==> config.mk <==
export PLATFORM = sky130hd
export DESIGN_NAME = lstg_line_timer
export DESIGN_NICKNAME = d
export VERILOG_FILES = /design/src/rtl/lstg_pkg.sv /design/src/rtl/lstg_pix_cnt.sv /design/src/rtl/lstg_win_bank.sv /design/src/rtl/lstg_drive_reg.sv /design/src/rtl/lstg_line_timer.sv
export SDC_FILE = /design/constraint.sdc
export NUM_CORES = 1
export LEC_CHECK = 0
export BUFFER_PORTS_ARGS = -buffer_cell sky130_fd_sc_hd__buf_2
export CAP_MARGIN = 10
export CORE_ASPECT_RATIO = 1.2
export CORE_UTILIZATION = 40
export CTS_CLUSTER_DIAMETER = 100
export DETAILED_ROUTE_END_ITERATION = 10
export GPL_TIMING_DRIVEN = 0
export PLACE_DENSITY = 0.66
export SYNTH_ARGS = -nofsm -noshare
export SYNTH_HDL_FRONTEND = slang
export SYNTH_SLANG_ARGS = --single-unit
export TNS_END_PERCENT = 30
==> constraint.sdc <==
create_clock -name clk -period 3.41 [get_ports clk]
set_input_delay 0.8525 -clock clk [delete_from_list [all_inputs] [get_ports clk]]
set_output_delay 0.8525 -clock clk [all_outputs]
set_load 0.02 [all_outputs]
==> src/rtl/lstg_pkg.sv <==
package lstg_pkg;

    // Encoding of the sensor-timing output selector.
    typedef enum logic [1:0] {
        TS_CLAMP      = 2'b00,
        TS_GAIN       = 2'b01,
        TS_USER_ALL   = 2'b10,
        TS_USER_VALID = 2'b11
    } tsel_e;

    // Window indices in the comparator bank.
    localparam int WIN_CLAMP = 0;
    localparam int WIN_GAIN  = 1;
    localparam int WIN_USER  = 2;
    localparam int NUM_WIN   = 3;

    // Registered pin image of the generator.
    typedef struct packed {
        logic xfer;
        logic phi1;
        logic phi2;
        logic rclk1;
        logic rclk2;
        logic clamp;
        logic gain;
        logic sen;
    } drive_t;

    function automatic logic pick_timing(input tsel_e sel, input logic clamp,
                                         input logic gain, input logic user,
                                         input logic valid);
        case (sel)
            TS_CLAMP:    return clamp;
            TS_GAIN:     return gain;
            TS_USER_ALL: return user;
            default:     return user & valid;
        endcase
    endfunction

endpackage

==> src/rtl/lstg_pix_cnt.sv <==
module lstg_pix_cnt #(
    parameter int CNT_W = 12
) (
    input  logic             clk,
    input  logic             rst,
    input  logic             pix_en,
    input  logic             line_sync,
    input  logic             line_valid,
    output logic [CNT_W-1:0] cnt,
    output logic             phase,
    output logic             stb1,
    output logic             stb2,
    output logic             vld,
    output logic             armed
);
    localparam logic [CNT_W-1:0] CNT_MAX = '1;

    always_ff @(posedge clk) begin
        if (rst) begin
            cnt   <= CNT_MAX;
            phase <= 1'b0;
            stb1  <= 1'b0;
            stb2  <= 1'b0;
            vld   <= 1'b0;
            armed <= 1'b0;
        end else begin
            armed <= 1'b1;
            stb1  <= pix_en;
            stb2  <= stb1;
            if (pix_en) begin
                if (line_sync) begin
                    cnt   <= '0;
                    phase <= 1'b0;
                    vld   <= line_valid;
                end else begin
                    if (cnt != CNT_MAX) cnt <= cnt + 1'b1;
                    phase <= ~phase;
                end
            end
        end
    end

    // count advances by one per pixel enable below the maximum
    p_cnt_step_r2: assert property (@(posedge clk) disable iff (rst)
        (pix_en && !line_sync && cnt != CNT_MAX) |=> (cnt == $past(cnt) + 1'b1));

    // count holds at the maximum
    p_cnt_sat_r2: assert property (@(posedge clk) disable iff (rst)
        (pix_en && !line_sync && cnt == CNT_MAX) |=> (cnt == CNT_MAX));

    // no movement without a pixel enable
    p_cnt_hold_r2: assert property (@(posedge clk) disable iff (rst)
        (!pix_en) |=> $stable(cnt));

endmodule

==> src/rtl/lstg_win_bank.sv <==
module lstg_win_bank #(
    parameter int CNT_W = 12,
    parameter int NWIN  = 3
) (
    input  logic [CNT_W-1:0]            cnt,
    input  logic [NWIN-1:0][CNT_W-1:0]  win_begin,
    input  logic [NWIN-1:0][CNT_W-1:0]  win_end,
    output logic [NWIN-1:0]             hit
);
    for (genvar g = 0; g < NWIN; g++) begin : g_win
        assign hit[g] = (cnt >= win_begin[g]) && (cnt < win_end[g]);
    end
endmodule

==> src/rtl/lstg_drive_reg.sv <==
module lstg_drive_reg
    import lstg_pkg::*;
#(
    parameter int CNT_W = 12
) (
    input  logic               clk,
    input  logic               rst,
    input  logic               armed,
    input  logic               ccd_mode,
    input  logic               reset_serial,
    input  logic [1:0]         tim_sel,
    input  logic [CNT_W-1:0]   xfer_len,
    input  logic [CNT_W-1:0]   cnt,
    input  logic               phase,
    input  logic               stb1,
    input  logic               stb2,
    input  logic               vld,
    input  logic [NUM_WIN-1:0] hit,
    output drive_t             d
);
    drive_t nxt;

    always_comb begin
        nxt.xfer  = ccd_mode ? (cnt < xfer_len) : (cnt == '0);
        nxt.phi1  = ccd_mode ? phase  : stb1;
        nxt.phi2  = ccd_mode ? ~phase : stb1;
        nxt.rclk1 = reset_serial ? stb1 : (stb1 & ~phase);
        nxt.rclk2 = reset_serial ? stb2 : (stb1 & phase);
        nxt.clamp = hit[WIN_CLAMP];
        nxt.gain  = hit[WIN_GAIN];
        nxt.sen   = pick_timing(tsel_e'(tim_sel), hit[WIN_CLAMP], hit[WIN_GAIN],
                                hit[WIN_USER], vld);
    end

    always_ff @(posedge clk) begin
        if (rst) d <= '0;
        else     d <= nxt;
    end

    // CCD phase clocks never agree
    p_phase_compl_r6: assert property (@(posedge clk) disable iff (rst)
        (armed && $past(ccd_mode)) |-> (d.phi1 != d.phi2));

    // contact start pulse only from pixel 0
    p_start_once_r5: assert property (@(posedge clk) disable iff (rst)
        (armed && !$past(ccd_mode) && d.xfer) |-> ($past(cnt) == '0));

    // invalid line keeps the valid-only window closed
    p_valid_gate_r11: assert property (@(posedge clk) disable iff (rst)
        (armed && $past(tim_sel) == 2'b11 && !$past(vld)) |-> !d.sen);

endmodule

==> src/rtl/lstg_line_timer.sv <==
module lstg_line_timer
    import lstg_pkg::*;
#(
    parameter int CNT_W = 12
) (
    input  logic             clk,
    input  logic             rst,
    input  logic             pix_en,
    input  logic             line_sync,
    input  logic             line_valid,
    input  logic             ccd_mode,
    input  logic             reset_serial,
    input  logic [1:0]       tim_sel,
    input  logic [CNT_W-1:0] xfer_len,
    input  logic [CNT_W-1:0] clamp_begin,
    input  logic [CNT_W-1:0] clamp_end,
    input  logic [CNT_W-1:0] gain_begin,
    input  logic [CNT_W-1:0] gain_end,
    input  logic [CNT_W-1:0] user_begin,
    input  logic [CNT_W-1:0] user_end,
    output logic             xfer_o,
    output logic             phi1_o,
    output logic             phi2_o,
    output logic             rclk1_o,
    output logic             rclk2_o,
    output logic             clamp_o,
    output logic             gain_o,
    output logic             sen_tim_o
);
    logic [CNT_W-1:0]               cnt;
    logic                           phase, stb1, stb2, vld, armed;
    logic [NUM_WIN-1:0][CNT_W-1:0]  wb, we;
    logic [NUM_WIN-1:0]             hit;
    drive_t                         d;

    assign wb[WIN_CLAMP] = clamp_begin;
    assign we[WIN_CLAMP] = clamp_end;
    assign wb[WIN_GAIN]  = gain_begin;
    assign we[WIN_GAIN]  = gain_end;
    assign wb[WIN_USER]  = user_begin;
    assign we[WIN_USER]  = user_end;

    lstg_pix_cnt #(.CNT_W(CNT_W)) i_cnt (
        .clk(clk), .rst(rst), .pix_en(pix_en), .line_sync(line_sync),
        .line_valid(line_valid), .cnt(cnt), .phase(phase), .stb1(stb1),
        .stb2(stb2), .vld(vld), .armed(armed)
    );

    lstg_win_bank #(.CNT_W(CNT_W), .NWIN(NUM_WIN)) i_win (
        .cnt(cnt), .win_begin(wb), .win_end(we), .hit(hit)
    );

    lstg_drive_reg #(.CNT_W(CNT_W)) i_drv (
        .clk(clk), .rst(rst), .armed(armed), .ccd_mode(ccd_mode),
        .reset_serial(reset_serial), .tim_sel(tim_sel), .xfer_len(xfer_len),
        .cnt(cnt), .phase(phase), .stb1(stb1), .stb2(stb2), .vld(vld),
        .hit(hit), .d(d)
    );

    assign xfer_o    = d.xfer;
    assign phi1_o    = d.phi1;
    assign phi2_o    = d.phi2;
    assign rclk1_o   = d.rclk1;
    assign rclk2_o   = d.rclk2;
    assign clamp_o   = d.clamp;
    assign gain_o    = d.gain;
    assign sen_tim_o = d.sen;
endmodule

==> results.md, run 1 <==
- Slowest CP cell: a2111oi_0
- Most frequent CP cell: a211oi_1
- Pwr Density: 289 mW/mm^2
- CTS tree: built
- Post-Layout Cell Count: 575
- Clock root buffer master: clkbuf_8
- Critical path, cell by cell: buf_2 > inv_1 > ha_1 > a211oi_1 > a211oi_1 > a2111oi_0 > o211ai_1 > nor2_1
- Number of synthesized register bits: 24
- Vias per cell: 5.06
- Vias: 2912
- CTS Sinks: 24
- Critical path buffers and inverters: 2
- Hold Vio Cnt, Final: 0
- First-pass DRT Iterations: 4
- Tightest Hold Check Type: register to register
- Post-Route WL: 7330 um
- Clock Tree Buf Depth: 2
- Worst Hold Launch: i_cnt.stb2$_SDFF_PP0_
- Row cnt: 34
- Leading area contributor after synthesis: ha_1
- Post-cts sizing count: 0
- Kind of critical path: primary input to register
- Core region area: 0.00727 sq mm
- CTS Hold Bufs: 0
- RSZ-0062 raised after global routing: false
- Setup crit end kind: register
- Final setup fails: 0
- # diodes: 0
- Static leakage: 2.13 nW
- Maximum fanout along the worst path: 2
- Most common cell in the netlist: inv_1
- Area grow syn2layout: 22.1%
- H-tree depth: 1
- Filler cells: 741
- Post-synth EDFFs: 0
- Slew of the pin with the lowest slew margin: 1.10 ns
- Antenna violations before repair: 0
- Setup TNS: 0 ns
- Top area cells in the synthesized netlist: ha_1, dfxtp_1, inv_1
- Multi-input gate area: 0.00220 sq mm
- First-pass GRT wire length: 12500 um
- Design Area, Final: 0.00370 sq mm
- CTS clock-pin slew for the worst setup and hold paths: 0.09 ns
- Slew Limit Fails: 0
- Startpoint Class: primary input
- Fin nets: 661
- Die H: 97.3 um
- Fraction of layout cells with a size suffix above 1: 22.5%
- Fmax: 375 MHz
- GRT Total Usage: 19.6%
- Port bufs: 97
- Most instantiated cells after synthesis: inv_1, ha_1, a21oi_1
- Core Util, Final: 50.8%
- Initial Util: 41.6%
- WP data required: 3.61 ns
- Status: complete, no violations
- Die X-Extent: 81.4 um
- Cell variety after synth: 43
- Worst Skew: 0.00244 ns
- Die area: 0.00792 sq mm
- Peak VDD IR: 0.000143 V
- WP data arrival: 2.87 ns
- Sequential cell area: 480 sq um
- Worst setup path startpoint: clamp_end[2]
- Max-cap violations: 0
- Ys flop type: dfxtp_1
- Period Utilization, post-route: 78.2%
- I/O Pins: 101
- Detailed Place HPWL: 5990 um
- Share of the yosys chip area belonging to registers: 15.9%
- TritonCTS Buffers: 3
- Area post-placement: 0.00362 sq mm
- Final GP Congestion: 0.822
- WL/cell: 12.8 um
- Yosys warns: 0
- Ys async rst share: 0%
- Antenna-violating nets left: 0
- Fin crit period: 2.67 ns
- Crit path max-delay family: compound AO/OA/AOI/OAI gates
- Post-synth top area share: 33.9%
- Reg2reg start: i_cnt.cnt[2]$_SDFFE_PP1P_
- Grt total ovfl: 0
- Post-CTS setup buffer count: 0
- Post-synthesis area per instance: 7.88 sq um
- DRC: 0
- CP max stage delay: 0.93 ns
- Vias in the first global route: 2853
- Worst-Skew Late Latency: 0.27 ns
- Worst setup margin: 0.742 ns
- Place WS: 0.426 ns
- Placed Cells: 571
- Post-synthesis net count: 559
- DRT iter0 DRCs: 102
- Synth Cell Area: 0.00303 sq mm
- Largest net degree at the start of global routing: 15
- Synth Instances: 384
- Slew margin rel.: 24.5%
-- cell families after synthesis --
kind of cell | Yosys count | share of synthesized area [%]
adder cells (fa/ha/maj) | 82 | 33.9
flip-flops | 24 | 15.9
AND/OR/NAND/NOR | 87 | 15.8
AO/OA/AOI/OAI | 93 | 20.9
XOR/XNOR | 7 | 2.03
buffers and inverters | 91 | 11.5
-- state kept, by name (all words and copies together), names as in the netlist --
register,count
i_cnt.stb2,1
i_cnt.phase,1
i_cnt.vld,1
i_cnt.stb1,1
i_drv.d,8
i_cnt.cnt,12
-- path summary, 6_finish.rpt --
path | slack, ns | endpoint | cells past startpoint
worst max-delay path | 0.74 | i_drv.d[2]$_SDFF_PP0_ | 8
worst min-delay path | 0.48 | i_drv.d[3]$_SDFF_PP0_ | 2
worst max register to register | 0.76 | i_drv.d[2]$_SDFF_PP0_ | 6
worst min register to register | 0.48 | i_drv.d[3]$_SDFF_PP0_ | 2
-- cell usage in the layout, fill, tap and decap left out, types with 2 or more instances in the layout --
master     synthesis  final
a211o_1            5      5
a211oi_1           5      5
a21boi_0           3      3
a21o_1            23     23
a21oi_1           26     26
a31oi_1            2      2
and4_1             2      2
buf_2              0     97
clkbuf_1           5      5
clkbuf_8           0      3
dfxtp_1           24     24
ha_1              82     82
inv_1             85     85
nand2_1           19     19
nand2b_1           6      6
nand3_1            5      5
nand4_1            8      8
nor2_1            16     16
nor2b_1            5      5
nor3_1             9      9
nor3_2             3      3
nor4_1             4      4
nor4b_1            2      2
o2111ai_1          2      2
o211ai_1           2      2
o21a_1             2      2
o21ai_0           14     14
o31ai_1            3      3
xnor2_1            2      2
xor2_1             5      5
-- metrics by stage --
| stage | hold slack (ns) | power, mW |
|---|---|---|
| floorplan | 0.429 | 0.668 |
| global placement | 0.443 | 0.806 |
| detailed placement | 0.459 | 0.825 |
| CTS | 0.480 | 1.08 |
| global route | 0.485 | 1.17 |
| finish | 0.475 | 1.07 |
-- area by class of cell --
cell class,instances,share of cell area (%)
multi-input cells,269,59.4
repair buffers,97,13.1
flip-flops and latches,24,13.0
inverters,85,8.63
well taps,90,3.05
clock buffers,3,1.12
clock inverters,1,0.812
plain buffers,6,0.812
-- metal layers --
layer | GRT usage (%) | part of all wire [%]
met5 | 0 | 0
met4 | 3.57 | 0.70
met3 | 1.50 | 3.9
met2 | 35.4 | 49
met1 | 24.9 | 46
-- where the power goes --
group / switching, mW / internal (mW)
registers: 0.0613 / 0.304
logic: 0.229 / 0.221
clock network: 0.0967 / 0.157
total: 0.387 / 0.682
-- worst min-delay path, stage by stage, from the launching register on --
cell,delay [ns]
dfxtp_1,0.32
a21oi_1,0.05
nor2_1,0.07
No activity file was read; power rests on OpenSTA's default activity.
==> run 2, diff against run 1 <==
Settings changed: ABC_AREA from default to 1, PLACE_DENSITY 0.66 to 0.67.
Clock period 3.41 ns to 2.2 ns, I/O delays scaled along.
==> results.md, run 2 <==
- Status: complete, no violations
- Worst-Skew Late Latency: 0.26 ns (about the same)
- Ys flop type: dfxtp_1
- Critical path buffers and inverters: 1 (-1)
- Die area: 0.00857 sq mm (+8.2%)
- Antenna-violating nets left: 0 (unchanged)
- Kind of critical path: register to register
- GRT Total Usage: 19.2% (-0.49 points)
- Setup TNS: 0 ns (unchanged)
- Largest register FFs: 12 (unchanged)
- Cell internal pwr: 922 uW (+35%)
- WHS Path Cells: 2 (unchanged)
- Post-cts sizing count: 0 (unchanged)
- Yosys warns: 0 (unchanged)
- Synth Cell Area: 0.00328 sq mm (+8.4%)
- Hold endpoint: i_drv.d[4]$_SDFF_PP0_
- Max-cap violations: 0 (unchanged)
- Share of the yosys chip area belonging to registers: 14.7% (-1.2 points)
- Reg2reg end: i_drv.d[0]$_SDFF_PP0_
- Post-Layout Cell Count: 703 (+22%)
- Total power: 1.55 mW (+45%)
- Most frequent CP cell: nand2_1
- Cell variety after synth: 36 (-16%)
- Critical path, cell by cell: ha_1 > nand2_1 > nor2_1 > and2_1 > nand2_1 > nand4_1 > nand3_1 > nand3_1 > nand2_1 > inv_1
- Leading area contributor after synthesis: ha_1
- WHS: 0.479 ns (+0.00393 ns)
- Clock Tree Buf Depth: 2 (unchanged)
- DRT iter0 DRCs: 120 (+18%)
- Detailed Place HPWL: 6420 um (+7.2%)
- Top area cells in the synthesized netlist: ha_1, dfxtp_1, nand2_1
- Leading cell type in the layout, fill and taps excluded: nand2_1
- Core region area: 0.00779 sq mm (+7.2%)
- Number of synthesized register bits: 24 (unchanged)
- Setup crit end kind: register
- Worst Skew: 0.00302 ns (+0.000578 ns)
- First-pass DRT Iterations: 6 (+2)
- Die H: 101 um (+4.0%)
- Static leakage: 2.46 nW (+15%)
- Core Util, Final: 50.4% (-0.42 points)
- Fraction of layout cells with a size suffix above 1: 19.0% (-3.5 points)
- Vias per cell: 4.73 (-6.6%)
- Largest register by flop count: i_cnt.cnt
- Maximum fanout along the worst path: 12 (+10)
- Antenna violations before repair: 0 (unchanged)
- Worst Hold Launch: i_cnt.stb1$_SDFF_PP0_
- Biggest regs: i_cnt.cnt: 12 flops, i_drv.d: 8 flops
- Final GP Congestion: 0.822 (about the same)
- Port bufs: 98 (+1.0%)
- Post-synth top area share: 31.3% (-2.6 points)
- Tightest Hold Check Type: register to register
- Most Used Layer, Global Route: met2
- Area grow syn2layout: 19.8%
- Die X-Extent: 84.7 um (+4.0%)
- Final setup fails: 0 (unchanged)
- Fmax: 520 MHz
- CTS Sinks: 24 (unchanged)
- GR Util met1: 22.0% (-2.9 points)
- RSZ-0062 raised after global routing: false
- Post-Route WL: 7820 um (+6.7%)
- Clk pwr share: 16.5% (-7.2 points)
- Met3 usage: 0.978% (-0.52 points)
- Period Utilization, post-route: 87.4%
- WP data arrival: 2.09 ns (-0.78 ns)
- Reg2reg start: i_cnt.cnt[6]$_SDFFE_PP1P_
- Sw power: 632 uW (+63%)
- Pwr Density: 396 mW/mm^2 (+37%)
- WP data required: 2.37 ns (-1.24 ns)
- First-pass GRT wire length: 13400 um (+7.6%)
- Post-synth EDFFs: 0 (unchanged)
- Slew of the pin with the lowest slew margin: 0.667 ns (-0.436 ns)
- Crit path max-delay family: flip-flops
- Hold Vio Cnt, Final: 0 (unchanged)
- Fin crit period: 1.92 ns
- Synth Instances: 510 (+33%)
- Peak VDD IR: 0.000200 V (+39%)
- Sw Ratio: 40.7% (+4.5 points)
- Post-synthesis area per instance: 6.43 sq um (-18%)
- Most instantiated cells after synthesis: nand2_1, inv_1, ha_1
- Placed Cells: 700 (+23%)
- Vias in the first global route: 3225 (+13%)
- Row cnt: 35 (+2.9%)
- Slew Limit Fails: 0 (unchanged)
- Slowest CP cell: dfxtp_1
- WL/cell: 11.1 um (-13%)
- Commonest cells after routing, fill and taps aside: nand2_1, inv_1, buf_2
- CTS tree: built
- Slew margin rel.: 55.5% (+31 points)
- Sequential Power Share: 36.4% (+2.2 points)
- Most common cell in the netlist: nand2_1
- Worst-case reg-to-reg path depth: 10 (+4)
- Clock root buffer master: clkbuf_8
- CTS Hold Bufs: 0 (unchanged)
- Filler cells: 816 (+10%)
- Startpoint Class: register
- H-tree depth: 1 (unchanged)
- Met2 global-route usage: 38.6% (+3.2 points)
- Grt total ovfl: 0 (unchanged)
- Largest net degree at the start of global routing: 14 (-1)
- I/O Pins: 101 (unchanged)
- Fin nets: 788 (+19%)
- Vias: 3327 (+14%)
- Ys async rst share: 0% (unchanged)
- CP max stage delay: 0.73 ns (-0.20 ns)
- # diodes: 0 (unchanged)
- Post-CTS setup buffer count: 0 (unchanged)
- CTS clock-pin slew for the worst setup and hold paths: 0.08 ns (about the same)
- Initial Util: 42.1% (+0.46 points)
- DRC: 0 (unchanged)
- Flop2flop setup slack: 0.28 ns (-0.48 ns)
- Combinational Power Share: 47.1% (+5.0 points)
- Post-synthesis net count: 685 (+23%)
- TritonCTS Buffers: 3 (unchanged)
run 2: cell types whose count changed in the layout (fill, tap and decap cells not counted), sizes merged, moves of 4 or more:
| cell | change |
|---|---|
| a211oi | -4 |
| a21o | -20 |
| nor2 | +17 |
| nand3 | +19 |
| nand4 | -6 |
| a211o | -5 |
| a21oi | +14 |
| nand2 | +111 |
| inv | +44 |
| nor2b | -5 |
| nor3 | -6 |
| nand2b | -6 |
run 2: through the flow:
stage               area (sq um)  setup slack, ns
floorplan                   3280            0.609
global placement            3880            0.246
detailed placement          3880            0.218
CTS                         3930            0.212
global route                3930           0.0370
finish                      3930            0.278
run 2: worst register-to-register path, stage by stage, from the launching register on:
cell	delay, ns
dfxtp_1	0.73
ha_1	0.35
nand2_1	0.08
nor2_1	0.06
and2_1	0.15
nand2_1	0.06
nand4_1	0.13
nand3_1	0.12
nand3_1	0.06
nand2_1	0.06
inv_1	0.03
run 2: layout make-up:
type	instances	area [sq um]	area share, %
Inverter	130	490	12.5
Tap cell	92	115	2.93
Clock buffer	3	41.3	1.05
Timing Repair Buffer	98	490	12.5
Buffer	4	25.0	0.637
Sequential cell	24	482	12.3
Multi-Input combinational cell	352	2280	58.1
run 2: worst max-delay path by stage:
| stage | start | to | slack (ns) | cells after the start |
|---|---|---|---|---|
| 3_3_place_gp | i_cnt.cnt[5]$_SDFFE_PP1P_ | i_drv.d[0]$_SDFF_PP0_ | 0.25 | 10 |
| 5_1_grt | i_cnt.cnt[4]$_SDFFE_PP1P_ | i_drv.d[0]$_SDFF_PP0_ | 0.04 | 10 |
| 2_1_floorplan | clamp_begin[7] | i_drv.d[0]$_SDFF_PP0_ | 0.61 | 11 |
| 3_5_place_dp | i_cnt.cnt[5]$_SDFFE_PP1P_ | i_drv.d[0]$_SDFF_PP0_ | 0.22 | 10 |
| 6_report | i_cnt.cnt[6]$_SDFFE_PP1P_ | i_drv.d[0]$_SDFF_PP0_ | 0.28 | 10 |
| 4_1_cts | i_cnt.cnt[5]$_SDFFE_PP1P_ | i_drv.d[0]$_SDFF_PP0_ | 0.21 | 10 |
run 2: cell families after synthesis:
group                      synth area share, %
AOI/OAI and AO/OA                         10.9
buffers and inverters                     15.7
xor gates and xnor gates                  1.34
and+or+nand+nor                           26.1
adders and majority gates                 31.3
DFF                                       14.7
run 2: power by group through the flow:
stage | clock, mW | combinational [mW] | sequential (mW)
floorplan | 0 | 0.516 | 0.548
global placement | 0 | 0.705 | 0.576
detailed placement | 0 | 0.738 | 0.578
CTS | 0.256 | 0.742 | 0.567
global route | 0.281 | 0.872 | 0.576
finish | 0.256 | 0.732 | 0.566
run 2: layer usage:
metal / up-vias / share of wire (%)
met5: - / 0
met4: 0 / 1.4
li1: 1805 / -
met2: 81 / 51
met1: 1431 / 45
met3: 10 / 3.1
